[src/rtl/smbtm_pkg.sv]
package smbtm_pkg;
  localparam int unsigned NCHK = 3;
  typedef enum logic [1:0] {CHK_LOW = 2'd0, CHK_TGT = 2'd1, CHK_CTL = 2'd2} chk_e;
endpackage

[src/rtl/smbtm_msg.sv]
// Tracks whether the bus is inside a message (between START and STOP).
module smbtm_msg (
  input  logic clk,
  input  logic rst_n,
  input  logic ev_start,
  input  logic ev_stop,
  output logic in_msg,
  output logic fresh_start
);
  assign fresh_start = ev_start && !in_msg;

  always_ff @(posedge clk) begin
    if (!rst_n)        in_msg <= 1'b0;
    else if (ev_stop)  in_msg <= 1'b0;   // stop wins
    else if (ev_start) in_msg <= 1'b1;
  end
endmodule

[src/rtl/smbtm_cnt.sv]
// One limit counter with a sticky flag.
module smbtm_cnt #(
  parameter int unsigned W = 16
) (
  input  logic         clk,
  input  logic         rst_n,
  input  logic         en,
  input  logic         tick,
  input  logic         inc,
  input  logic         restart,
  input  logic [W-1:0] thr,
  input  logic         clr,
  output logic [W-1:0] cnt,
  output logic         flag
);
  logic [W:0] cnt_p1;
  logic       counted;
  logic       hit;

  assign cnt_p1  = {1'b0, cnt} + 1'b1;
  assign counted = en && !restart && tick && inc;
  assign hit     = counted && (cnt_p1 >= {1'b0, thr});

  always_ff @(posedge clk) begin
    if (!rst_n) begin
      cnt  <= '0;
      flag <= 1'b0;
    end else begin
      if (!en || restart)          cnt <= '0;
      else if (counted && cnt < thr) cnt <= cnt_p1[W-1:0];
      flag <= hit || (flag && !clr);
    end
  end
endmodule

[src/rtl/smbus_tmo_mon.sv]
module smbus_tmo_mon #(
  parameter int unsigned W = 16
) (
  input  logic         clk,
  input  logic         rst_n,
  input  logic         tick,
  input  logic         scl_lvl,
  input  logic         ev_start,
  input  logic         ev_stop,
  input  logic         ev_ack,
  input  logic         tgt_stretch,
  input  logic         ctl_stretch,
  input  logic         en_low,
  input  logic         en_tgt,
  input  logic         en_ctl,
  input  logic [W-1:0] thr_low,
  input  logic [W-1:0] thr_tgt,
  input  logic [W-1:0] thr_ctl,
  input  logic         clr_low,
  input  logic         clr_tgt,
  input  logic         clr_ctl,
  output logic         flag_low,
  output logic         flag_tgt,
  output logic         flag_ctl,
  output logic         irq
);
  import smbtm_pkg::*;

  logic in_msg, fresh_start;
  logic [NCHK-1:0] en_v, inc_v, rst_v, clr_v, flag_v;
  logic [W-1:0]    thr_v [NCHK];
  logic [W-1:0]    cnt_v [NCHK];
  logic [W-1:0]    cnt_low, cnt_tgt, cnt_ctl;

  smbtm_msg u_msg (
    .clk(clk), .rst_n(rst_n), .ev_start(ev_start), .ev_stop(ev_stop),
    .in_msg(in_msg), .fresh_start(fresh_start)
  );

  // Continuous low: any high sample restarts
  assign en_v[CHK_LOW]  = en_low;
  assign inc_v[CHK_LOW] = !scl_lvl;
  assign rst_v[CHK_LOW] = scl_lvl;
  assign thr_v[CHK_LOW] = thr_low;
  assign clr_v[CHK_LOW] = clr_low;
  // Target whole message: repeated START keeps the total
  assign en_v[CHK_TGT]  = en_tgt;
  assign inc_v[CHK_TGT] = in_msg && tgt_stretch && !scl_lvl;
  assign rst_v[CHK_TGT] = ev_stop || fresh_start;
  assign thr_v[CHK_TGT] = thr_tgt;
  assign clr_v[CHK_TGT] = clr_tgt;
  // Controller per byte segment
  assign en_v[CHK_CTL]  = en_ctl;
  assign inc_v[CHK_CTL] = in_msg && ctl_stretch && !scl_lvl;
  assign rst_v[CHK_CTL] = ev_start || ev_ack || ev_stop;
  assign thr_v[CHK_CTL] = thr_ctl;
  assign clr_v[CHK_CTL] = clr_ctl;

  for (genvar i = 0; i < NCHK; i++) begin : g_chk
    smbtm_cnt #(.W(W)) u_cnt (
      .clk(clk), .rst_n(rst_n), .en(en_v[i]), .tick(tick), .inc(inc_v[i]),
      .restart(rst_v[i]), .thr(thr_v[i]), .clr(clr_v[i]),
      .cnt(cnt_v[i]), .flag(flag_v[i])
    );
  end

  assign cnt_low  = cnt_v[CHK_LOW];
  assign cnt_tgt  = cnt_v[CHK_TGT];
  assign cnt_ctl  = cnt_v[CHK_CTL];
  assign flag_low = flag_v[CHK_LOW];
  assign flag_tgt = flag_v[CHK_TGT];
  assign flag_ctl = flag_v[CHK_CTL];
  assign irq      = |(flag_v & en_v);
endmodule

[config.mk]
export PLATFORM = sky130hd
export DESIGN_NAME = smbus_tmo_mon
export DESIGN_NICKNAME = d
export VERILOG_FILES = /design/src/rtl/smbtm_pkg.sv /design/src/rtl/smbtm_msg.sv /design/src/rtl/smbtm_cnt.sv /design/src/rtl/smbus_tmo_mon.sv
export SDC_FILE = /design/constraint.sdc
export NUM_CORES = 1
export LEC_CHECK = 0
export ABC_AREA = 1
export BUFFER_PORTS_ARGS = -buffer_cell sky130_fd_sc_hd__buf_2
export CAP_MARGIN = 40
export CORE_MARGIN = 5
export CORE_UTILIZATION = 61
export CTS_BUF_LIST = sky130_fd_sc_hd__clkbuf_4 sky130_fd_sc_hd__clkbuf_8
export DETAILED_ROUTE_END_ITERATION = 8
export HOLD_SLACK_MARGIN = 0.06
export PLACE_DENSITY_LB_ADDON = 0.2
export SLEW_MARGIN = 20
export SYNTH_ARGS = -nofsm -noshare
export SYNTH_HDL_FRONTEND = slang
export SYNTH_HIERARCHICAL = 1
export SYNTH_SLANG_ARGS = --single-unit
[constraint.sdc]
create_clock -name clk -period 2.8 [get_ports clk]
set_input_delay 0.56 -clock clk [delete_from_list [all_inputs] [get_ports clk]]
set_output_delay 0.56 -clock clk [all_outputs]
set_load 0.02 [all_outputs]
==> key figures <==
Power and ir drop
  • Total power draw: 1.428 mW
  • Sw Ratio: 0.2723
  • Switching power: 0.3890 mW
  • Comb pwr share: 0.142
  • Worst VDD drop: 0.2017 mV
  • Pleak: 3.392 nW
  • Power Dens Cells: 239.6 mW/mm^2
  • Sequential Power Share: 0.521
  • Clk pwr share: 0.336
  • Internal Power: 1.039 mW

Global route
  • Initial antenna violation count: 0
  • First-pass GRT wire length: 22000 microns
  • Grt total ovfl: 0
  • Overall Global Routing Usage: 0.2337
  • Largest net degree at the start of global routing: 23
  • Vias in the first global route: 5225

Clocking
  • CTS buffer count: 5
  • CTS tree: done
  • H-tree levels: 2
  • # Post-CTS Setup Buffers: 0
  • Reg clk slew, reported paths: 100 ps
  • Root buffer cell: clkbuf_8
  • Max Root-Sink Buffers: 2
  • Skew-Pair Late Insertion Delay: 320 ps
  • TritonCTS Sinks: 52
  • Post-CTS resize count: 0
  • CTS hold repair buffers: 0

Drt
  • Detail-routed net length per standard cell: 12.72 microns
  • Routed vias: 5228
  • WL final: 12690 microns
  • Post-DRT Antenna Nets: 0
  • Starting DRT DRC Count: 205
  • Vias per std cell: 5.238
  • DRC viols: 0
  • Initial DRT Pass Iterations: 7

Logic synthesis
  • Synth Warn #: 6
  • Synth cell types: 36
  • Area leader, netlist: ha_1
  • Flops & latches, synth: 52
  • Cells after synthesis: 819
  • Sequential share of the synthesized area: 0.1930
  • Post-synth top area share: 0.2296
  • Syn nets: 981
  • Synthesized area per cell: 6.586 sq um
  • Mapped Area: 0.005394 sq mm
  • Top post-synthesis cells by area: ha_1 23%, dfxtp_1 19%, nand2_1 13%

STA
  • Max Freq: 383.9 MHz
  • Skew final: 9.336 ps
  • Setup violations, final: 0
  • Tmin final: 2605 ps
  • Final Cycle Share: 0.9302
  • Worst-margin pin slew: 364.9 ps
  • Setup TNS: 0 ps
  • Max-slew violations: 0
  • Fin. Hold Viols: 0
  • Worst slew margin: 0.7552
  • RSZ-0062 raised after global routing: false

Setup path
  • Most frequent CP cell: nand2_1
  • Required time worst endpoint: 3050 ps
  • Crit path cell chain: ha_1 > nand3_2 > nor3_4 > nand3_2 > nand2_1 > inv_1 > nor2_1 > inv_1 > ha_1 > nand2_1 > nor2_1 > nand2_1 > o21bai_1 > nor2_1 > nand2_1 > nand2_1 > a21oi_1
  • CP delay by family, top: simple AND/OR/NAND/NOR gates
  • Critical Path AT: 2860 ps
  • Max Fanout on Critical Path: 4
  • Setup Crit Path Kind: reg -> reg
  • CP endpoint kind: register
  • Slowest-stage cell, CP: dfxtp_1
  • Worst Path Buf+Inv: 2
  • Setup crit start kind: register
  • Slowest Stage Delay on Critical Path: 400 ps

Cells and area
  • NumNets Final: 1051
  • Share of layout cells above drive strength 1: 0.1247
  • Finished Core Util: 0.6869
  • Area grow syn2layout: 10.51%
  • Fill cells: 747
  • N_diodes: 0
  • Fin cells: 998

Floorplanning
  • Die height: 104.0 microns
  • Starting Density: 0.6215
  • Die area: 0.01082 sq mm
  • I/O Pins: 67
  • Core area: 0.008678 sq mm
  • Die width: 104.0 microns
  • Row cnt: 34

Placed design
  • Placed cells: 990
  • Hpwl dp: 10350 microns
  • # port buffers: 66
  • GPL Wtd Cong: 0.9122

Worst hold path
  • Hold WC Path Type: in -> reg

Run status
  • Status: completed

Flow run
  • Max Cap Viol: 0
## cells in the mapped netlist
master	count
inv_2	2
nand3_1	17
a21o_1	4
nor2_4	2
clkinv_1	6
xnor2_2	3
o21bai_1	2
a21oi_1	41
a21oi_2	1
dfxtp_1	52
clkbuf_2	2
nor2_1	159
nand2_1	180
nor3_4	3
and3_1	3
nand3_4	1
o21a_1	3
o21ai_0	28
o21ai_1	9
nand3b_1	6
nor3_2	3
or2_1	1
nand3b_4	1
inv_1	122
xor2_1	30
nand3_2	6
ha_1	99
nor3_1	3
buf_2	4
nand2_2	1
clkbuf_1	3
nor2_2	6
xnor2_1	3
nand3b_2	2
nand4_1	8
o211ai_1	3
## power by group through the flow
stage / Clock (mW) / Sequential [mW] / Combinational (mW)
after floorplan: 0 / 0.761 / 0.119
after global placement: 0 / 0.762 / 0.191
after detailed placement: 0 / 0.762 / 0.201
after CTS: 0.496 / 0.745 / 0.203
after global routing: 0.524 / 0.745 / 0.237
final: 0.481 / 0.745 / 0.203
## metrics by stage
stage	instance area [sq um]	worst slack, ps	hold slack [ps]
CTS	5961	213.8	482.0
global route	5961	7.065	492.9
finish	5961	195.4	487.3
global placement	5863	413.9	480.4
detailed placement	5863	246.7	480.4
floorplan	5394	526.7	491.5
## layer usage
metal | GRT usage | share of wire
met4 | 0.08603 | 0.018
met1 | 0.2745 | 0.42
met3 | 0.03228 | 0.050
met5 | 0 | 0
met2 | 0.4276 | 0.51
## final cells by class
class | instances | area (sq um) | area share
timing repair buffer | 72 | 375.4 | 0.06297
tap | 108 | 135.1 | 0.02267
multi-input combinational | 628 | 3824 | 0.6415
clock buffer | 7 | 90.09 | 0.01511
inverter | 130 | 488.0 | 0.08186
sequential | 52 | 1041 | 0.1746
clock inverter | 1 | 7.507 | 0.001259
## path summary, 6_finish.rpt
kind	startpoint	end	slack [ps]	cells after the start
worst min-delay path	clr_tgt	g_chk[1].u_cnt/flag	490	4
worst max register to register	g_chk[1].u_cnt/cnt[1]	g_chk[1].u_cnt/flag	200	17
worst min register to register	g_chk[1].u_cnt/flag	g_chk[1].u_cnt/flag	490	2
worst max-delay path	g_chk[1].u_cnt/cnt[1]	g_chk[1].u_cnt/flag	200	17
## placed cells by master (no fill, tap or decap), types with 4 or more instances in the layout
master | netlist | routed
nand2_1 | 180 | 180
o21ai_1 | 9 | 9
inv_1 | 122 | 122
o21ai_0 | 28 | 28
nand4_1 | 8 | 8
buf_2 | 4 | 66
clkbuf_8 | 0 | 6
nand3_2 | 6 | 6
nor2_2 | 6 | 6
dfxtp_1 | 52 | 52
clkinv_1 | 6 | 6
a21o_1 | 4 | 4
nand3b_1 | 6 | 6
ha_1 | 99 | 99
xor2_1 | 30 | 30
buf_4 | 0 | 6
a21oi_1 | 41 | 41
nand3_1 | 17 | 17
nor2_1 | 159 | 159
## state kept, by name, indices dropped and copies added (netlist names)
name,flops
g_chk.u_cnt/cnt,48
u_msg/in_msg,1
g_chk.u_cnt/flag,3
## worst reg2reg max path: stages (launching register included)
cell and delay [ps]:
dfxtp_1 400, ha_1 230, nand3_2 140, nor3_4 250, nand3_2 130, nand2_1 80, inv_1 30, nor2_1 70
inv_1 60, ha_1 310, nand2_1 60, nor2_1 180, nand2_1 80, o21bai_1 170, nor2_1 70, nand2_1 90
nand2_1 60, a21oi_1 120
## cells by family (layout without fill, tap and decap cells)
| group | Yosys count | in the layout | share of synthesized area |
|---|---|---|---|
| and+or+nand+nor | 402 | 402 | 0.3259 |
| buffers and inverters | 139 | 210 | 0.09812 |
| adders and majority gates | 99 | 99 | 0.2296 |
| AOI/OAI and AO/OA | 91 | 91 | 0.09070 |
| DFF | 52 | 52 | 0.1930 |
| xor gates and xnor gates | 36 | 36 | 0.06263 |
Power figures use the tool's default switching activity.
